[src/rtl/scirq_pkg.sv]
`timescale 1ns/1ps
package scirq_pkg;

    typedef enum logic [1:0] {
        ST_OFF   = 2'd0,
        ST_ARMED = 2'd1,
        ST_FIRED = 2'd2
    } irq_state_e;

    typedef enum logic [2:0] {
        CMD_NONE    = 3'd0,
        CMD_LATCH   = 3'd1,
        CMD_RELOAD  = 3'd2,
        CMD_DISABLE = 3'd3,
        CMD_ENABLE  = 3'd4
    } cpu_cmd_e;

endpackage

[src/rtl/scirq_cmd_decode.sv]
`timescale 1ns/1ps
module scirq_cmd_decode
    import scirq_pkg::*;
(
    input  logic     wr_latch_i,
    input  logic     wr_reload_i,
    input  logic     wr_disable_i,
    input  logic     wr_enable_i,
    output cpu_cmd_e cmd_o
);

    // fixed priority when strobes coincide
    always_comb begin
        if (wr_enable_i)       cmd_o = CMD_ENABLE;
        else if (wr_disable_i) cmd_o = CMD_DISABLE;
        else if (wr_reload_i)  cmd_o = CMD_RELOAD;
        else if (wr_latch_i)   cmd_o = CMD_LATCH;
        else                   cmd_o = CMD_NONE;
    end

endmodule

[src/rtl/scirq_line_qual.sv]
`timescale 1ns/1ps
module scirq_line_qual #(
    parameter int LINE_W    = 9,
    parameter int VIS_FIRST = 0,
    parameter int VIS_LAST  = 239
) (
    input  logic              line_pulse_i,
    input  logic [LINE_W-1:0] line_num_i,
    input  logic              render_on_i,
    output logic              tick_o
);

    localparam logic [LINE_W-1:0] FIRST_L = LINE_W'(VIS_FIRST);
    localparam logic [LINE_W-1:0] LAST_L  = LINE_W'(VIS_LAST);

    logic in_range;

    generate
        if (VIS_FIRST == 0) begin : g_from_zero
            assign in_range = (line_num_i <= LAST_L);
        end else begin : g_window
            assign in_range = (line_num_i >= FIRST_L) && (line_num_i <= LAST_L);
        end
    endgenerate

    // a pulse counts only inside the window while rendering
    assign tick_o = line_pulse_i && render_on_i && in_range;

endmodule

[src/rtl/scirq_counter.sv]
`timescale 1ns/1ps
module scirq_counter
    import scirq_pkg::*;
#(
    parameter int CNT_W = 8
) (
    input  logic             clk,
    input  logic             rst_n,
    input  cpu_cmd_e         cmd_i,
    input  logic [CNT_W-1:0] wr_data_i,
    input  logic             line_pulse_i,
    input  logic             tick_i,
    output logic [CNT_W-1:0] cnt_o,
    output logic [CNT_W-1:0] latch_o,
    output logic             pending_o,
    output logic             recent_o,
    output logic             hit_o
);

    localparam logic [CNT_W-1:0] ONE = CNT_W'(1);

    logic [CNT_W-1:0] cnt_q, latch_q;
    logic             pending_q, recent_q;

    always_ff @(posedge clk) begin
        if (!rst_n) begin
            cnt_q     <= '0;
            latch_q   <= '0;
            pending_q <= 1'b0;
            recent_q  <= 1'b0;
        end else begin
            if (line_pulse_i) recent_q <= 1'b0;
            case (cmd_i)
                CMD_LATCH: begin
                    latch_q <= wr_data_i;
                    if (recent_q) begin
                        cnt_q     <= wr_data_i;
                        pending_q <= 1'b0;
                    end else begin
                        pending_q <= 1'b1;
                    end
                end
                CMD_RELOAD:  cnt_q <= latch_q;
                CMD_DISABLE: recent_q <= 1'b1;
                CMD_ENABLE:  if (pending_q) cnt_q <= latch_q;
                default: begin
                    if (tick_i && cnt_q != '0) cnt_q <= cnt_q - ONE;
                end
            endcase
        end
    end

    assign hit_o     = tick_i && (cmd_i == CMD_NONE) && (cnt_q == ONE);
    assign cnt_o     = cnt_q;
    assign latch_o   = latch_q;
    assign pending_o = pending_q;
    assign recent_o  = recent_q;

endmodule

[src/rtl/scirq_ctrl_fsm.sv]
`timescale 1ns/1ps
module scirq_ctrl_fsm
    import scirq_pkg::*;
(
    input  logic       clk,
    input  logic       rst_n,
    input  cpu_cmd_e   cmd_i,
    input  logic       hit_i,
    output irq_state_e state_o,
    output logic       irq_o
);

    irq_state_e state_q, state_d;

    always_ff @(posedge clk) begin
        if (!rst_n) state_q <= ST_OFF;
        else        state_q <= state_d;
    end

    always_comb begin
        state_d = state_q;
        unique case (state_q)
            ST_OFF: begin
                if (cmd_i == CMD_ENABLE) state_d = ST_ARMED;          // arm
            end
            ST_ARMED: begin
                if (cmd_i == CMD_DISABLE) state_d = ST_OFF;           // disarm
                else if (hit_i)           state_d = ST_FIRED;         // hit
            end
            ST_FIRED: begin
                if (cmd_i == CMD_DISABLE) state_d = ST_OFF;           // acknowledge
            end
            default: state_d = ST_OFF;
        endcase
    end

    always_comb begin
        irq_o   = (state_q == ST_FIRED);
        state_o = state_q;
    end

endmodule

[src/rtl/scanline_irq_counter.sv]
`timescale 1ns/1ps
module scanline_irq_counter
    import scirq_pkg::*;
#(
    parameter int CNT_W     = 8,
    parameter int LINE_W    = 9,
    parameter int VIS_FIRST = 0,
    parameter int VIS_LAST  = 239
) (
    input  logic              clk,
    input  logic              rst_n,
    input  logic              wr_latch_i,
    input  logic              wr_reload_i,
    input  logic              wr_disable_i,
    input  logic              wr_enable_i,
    input  logic [CNT_W-1:0]  wr_data_i,
    input  logic              line_pulse_i,
    input  logic [LINE_W-1:0] line_num_i,
    input  logic              render_on_i,
    output logic              irq_o
);

    cpu_cmd_e         cmd;
    logic             tick, hit;
    logic [CNT_W-1:0] cnt_q, latch_q;
    logic             pending_q, recent_q;
    irq_state_e       state_q;

    scirq_cmd_decode u_dec (
        .wr_latch_i   (wr_latch_i),
        .wr_reload_i  (wr_reload_i),
        .wr_disable_i (wr_disable_i),
        .wr_enable_i  (wr_enable_i),
        .cmd_o        (cmd)
    );

    scirq_line_qual #(
        .LINE_W    (LINE_W),
        .VIS_FIRST (VIS_FIRST),
        .VIS_LAST  (VIS_LAST)
    ) u_qual (
        .line_pulse_i (line_pulse_i),
        .line_num_i   (line_num_i),
        .render_on_i  (render_on_i),
        .tick_o       (tick)
    );

    scirq_counter #(.CNT_W(CNT_W)) u_cnt (
        .clk          (clk),
        .rst_n        (rst_n),
        .cmd_i        (cmd),
        .wr_data_i    (wr_data_i),
        .line_pulse_i (line_pulse_i),
        .tick_i       (tick),
        .cnt_o        (cnt_q),
        .latch_o      (latch_q),
        .pending_o    (pending_q),
        .recent_o     (recent_q),
        .hit_o        (hit)
    );

    scirq_ctrl_fsm u_fsm (
        .clk     (clk),
        .rst_n   (rst_n),
        .cmd_i   (cmd),
        .hit_i   (hit),
        .state_o (state_q),
        .irq_o   (irq_o)
    );

endmodule

[config.mk]
export PLATFORM = sky130hd
export DESIGN_NAME = scanline_irq_counter
export DESIGN_NICKNAME = d
export VERILOG_FILES = /design/src/rtl/scirq_pkg.sv /design/src/rtl/scirq_cmd_decode.sv /design/src/rtl/scirq_line_qual.sv /design/src/rtl/scirq_counter.sv /design/src/rtl/scirq_ctrl_fsm.sv /design/src/rtl/scanline_irq_counter.sv
export SDC_FILE = /design/constraint.sdc
export NUM_CORES = 1
export LEC_CHECK = 0
export ABC_CLOCK_PERIOD_IN_PS = 1700
export BUFFER_PORTS_ARGS = -buffer_cell sky130_fd_sc_hd__buf_2
export CORE_MARGIN = 8
export CORE_UTILIZATION = 47
export CTS_CLUSTER_SIZE = 40
export DETAILED_ROUTE_END_ITERATION = 10
export PLACE_DENSITY_LB_ADDON = 0.1
export SLEW_MARGIN = 20
export SYNTH_ARGS = -nofsm -noshare
export SYNTH_HDL_FRONTEND = slang
export SYNTH_SLANG_ARGS = --single-unit
[constraint.sdc]
create_clock -name clk -period 1.7 [get_ports clk]
set_input_delay 0.34 -clock clk [delete_from_list [all_inputs] [get_ports clk]]
set_output_delay 0.34 -clock clk [all_outputs]
set_load 0.02 [all_outputs]
==> out/summary.txt <==
Pint: 0.752 mW
Worst Hold Margin: 0.266 ns
Count leader, synth: nand2_1
GRT Total Usage: 14.0%
Synth warnings: 0
Clock Latency Late Sink: 0.31 ns
Family with the most delay on the worst path: simple AND/OR/NAND/NOR gates
Switching share of power: 29.4%
CTS Buf Count: 3
Clk root buf: clkbuf_4
Mean Syn Cell Area: 8.68 sq um
WP data required: 1.89 ns
CTS H-tree lvls: 1
Path depth of the worst reg2reg path: 5
Pwr dens: 763 nW/um^2
Fin util: 58.5%
Crit-path max FO: 3
Via density per instance: 5.56
Setup-failing EPs final: 1
Max Slew Vio Count: 0
Post-Syn Area: 1140 sq um
Critical Path Sink Type: flop
Initial antenna violation count: 0
Sequential-to-total area share from yosys stat: 35.2%
Total gr overflow: 0
Main synth FF type: dfxtp_1
CTS tree: done
CTS max path bufs: 2
Buffers on Ports: 21
Hold Fails Final Rpt: 0
Core ar.: 2390 sq um
Nets@finish: 192
Yosys reg bits: 20
Failing checks: negative setup slack
Final Cell Area: 1400 sq um
Ant diodes: 0
Syn Nets: 159
GPL Wtd Cong: 0.896
Max cap viols: 0
Post-synth top area share: 35.2%
Ratio of cells with drive above 1 in the final layout: 31.3%
Worst-path cell with the longest stage delay: or3_4
Final wirelength: 2.86 mm
Non-Filler Instances: 193
Wire length per cell: 14.8 um
Total power draw: 1.07 mW
Synth-to-layout area growth: 22.9%
Min cycle time layout: 1.71 ns
Setup TNS: -0.00738 ns
Ys async rst share: 0%
Final worst slack: -0.00738 ns
Buffers plus inverters on the worst setup path: 0
Die W: 65.2 um
Post-Syn Instances: 131
Row count: 18
Clk slew on worst S/H paths: 0.12 ns
Largest net degree at the start of global routing: 18
Worst min-delay path category: in -> reg
RSZ-0062 raised after global routing: yes
First-pass GRT wire length: 4.79 mm
Net switching power: 0.314 mW
Slew Limit Headroom: 73.3%
Clock power frac: 27.0%
Ranking of synthesized cells by area: dfxtp_1, nand2_1, a21oi_1
Number of cells on the critical path: 5
Comb pwr share: 25.7%
Synth cell types: 42
Run status: complete, but fails checks
Fmax: 586 MHz
Boundary pin count: 26
Dpl cells: 189
Die area: 4250 sq um
DRT iter0 DRCs: 53
Worst path cell trace: or3_4 -> nor4b_4 -> xor2_1 -> a222oi_1 -> a211oi_2
DRC: 0
Worst Setup SP: u_cnt.cnt_o[4]
Die Y: 65.2 um
Max incr delay on CP: 0.40 ns
Critical Path AT: 1.89 ns
Post-place setup slack: 0.0115 ns
Max rail drop VDD: 484 uV
Most common library cells after synthesis: nand2_1, dfxtp_1, a21oi_1
Vias: 1,073
Setup bufs post-CTS: 0
Leakage power: 0.569 nW
Worst r2r src: u_cnt.cnt_o[4]
Leading area contributor after synthesis: dfxtp_1
Hold Path Origin: wr_data_i[0]
CP startpoint kind: flop
Hold Path Depth: 3
Placed Area: 1350 sq um
Number of synthesized flops with an enable pin: 0
Clk_skew: 0.00958 ns
Number of global-route vias before repair: 1,055
Initial Util: 47.6%
Reg power frac: 47.3%
Crit Path Category: reg -> reg
Hold buffers post-CTS: 0
Post-DP HPWL: 2.18 mm
Worst slew pin tran: 0.401 ns
Antenna viol nets, final: 0
Final Cycle Share: 100%
CTS sink cnt: 20
First-pass DRT Iterations: 4
[tightest hold or removal path, stage by stage]
cell	delay, ns
buf_2	0.11
nand2_1	0.05
a21oi_1	0.05
[worst paths after layout]
| path | slack [ns] | endpoint |
|---|---|---|
| min reg2reg | 0.46 | u_cnt.latch_o[5] |
| min | 0.27 | u_cnt.latch_o[0] |
| max | -0.007 | u_cnt.cnt_o[7] |
| max reg2reg | -0.007 | u_cnt.cnt_o[7] |
[area by class of cell]
cell class / instances / area [sq um]
clock buffer: 4 / 36.3
fill: 243 / 990
sequential: 20 / 403
multi-input combinational: 103 / 706
timing repair buffer: 32 / 200
tap: 30 / 37.5
inverter: 4 / 15.0
[power groups by stage]
| stage | clock [mW] | sequential [mW] | combinational (mW) |
|---|---|---|---|
| after global routing | 0.308 | 0.507 | 0.304 |
| after floorplan | 0 | 0.516 | 0.171 |
| final | 0.288 | 0.504 | 0.274 |
| after CTS | 0.293 | 0.503 | 0.267 |
| after global placement | 0 | 0.514 | 0.258 |
| after detailed placement | 0 | 0.514 | 0.264 |
[cell usage in the layout (no fill, tap or decap), types with 2 or more instances in the layout]
master and n:
buf_4 10, buf_2 21, clkbuf_4 3, ha_1 3, a222oi_1 3, dfxtp_2 2, nor3_1 3, nor4_1 3
a31oi_1 2, a31o_2 2, o211ai_1 2, inv_1 3, nor2_1 4, a211oi_1 3, a21boi_0 2, nand4_1 2
xor2_1 4, a21oi_1 17, dfxtp_1 18, nor4b_4 2, nand2_1 28, nand2b_1 3
[metal layers]
| layer | GRT usage, % | share of wire [%] | vias to the layer above |
|---|---|---|---|
| met4 | 4.09 | 1.3 | 0 |
| li1 | - | - | 547 |
| met3 | 2.72 | 3.4 | 5 |
| met2 | 21.9 | 46 | 19 |
| met1 | 18.8 | 49 | 502 |
| met5 | 0 | 0 | - |
[repair_timing]
action                     4_1_cts  5_1_grt
pin swaps                        1        7
setup endpoints to repair        2        4
resized for setup                1        3
[flip-flops by register name (all words and copies together) (netlist names)]
signal and cells:
u_cnt.pending_o 1, u_cnt.cnt_o 8, u_cnt.recent_o 1, u_fsm.state_o 2, u_cnt.latch_o 8
[cell families after synthesis]
family / share of synthesized area, %
adders and majority gates: 3.30
DFF: 35.2
and+or+nand+nor: 29.0
AOI/OAI and AO/OA: 25.6
xor gates and xnor gates: 3.08
buffers and inverters: 3.74
Note: power is estimated with default switching activity, not from simulation.
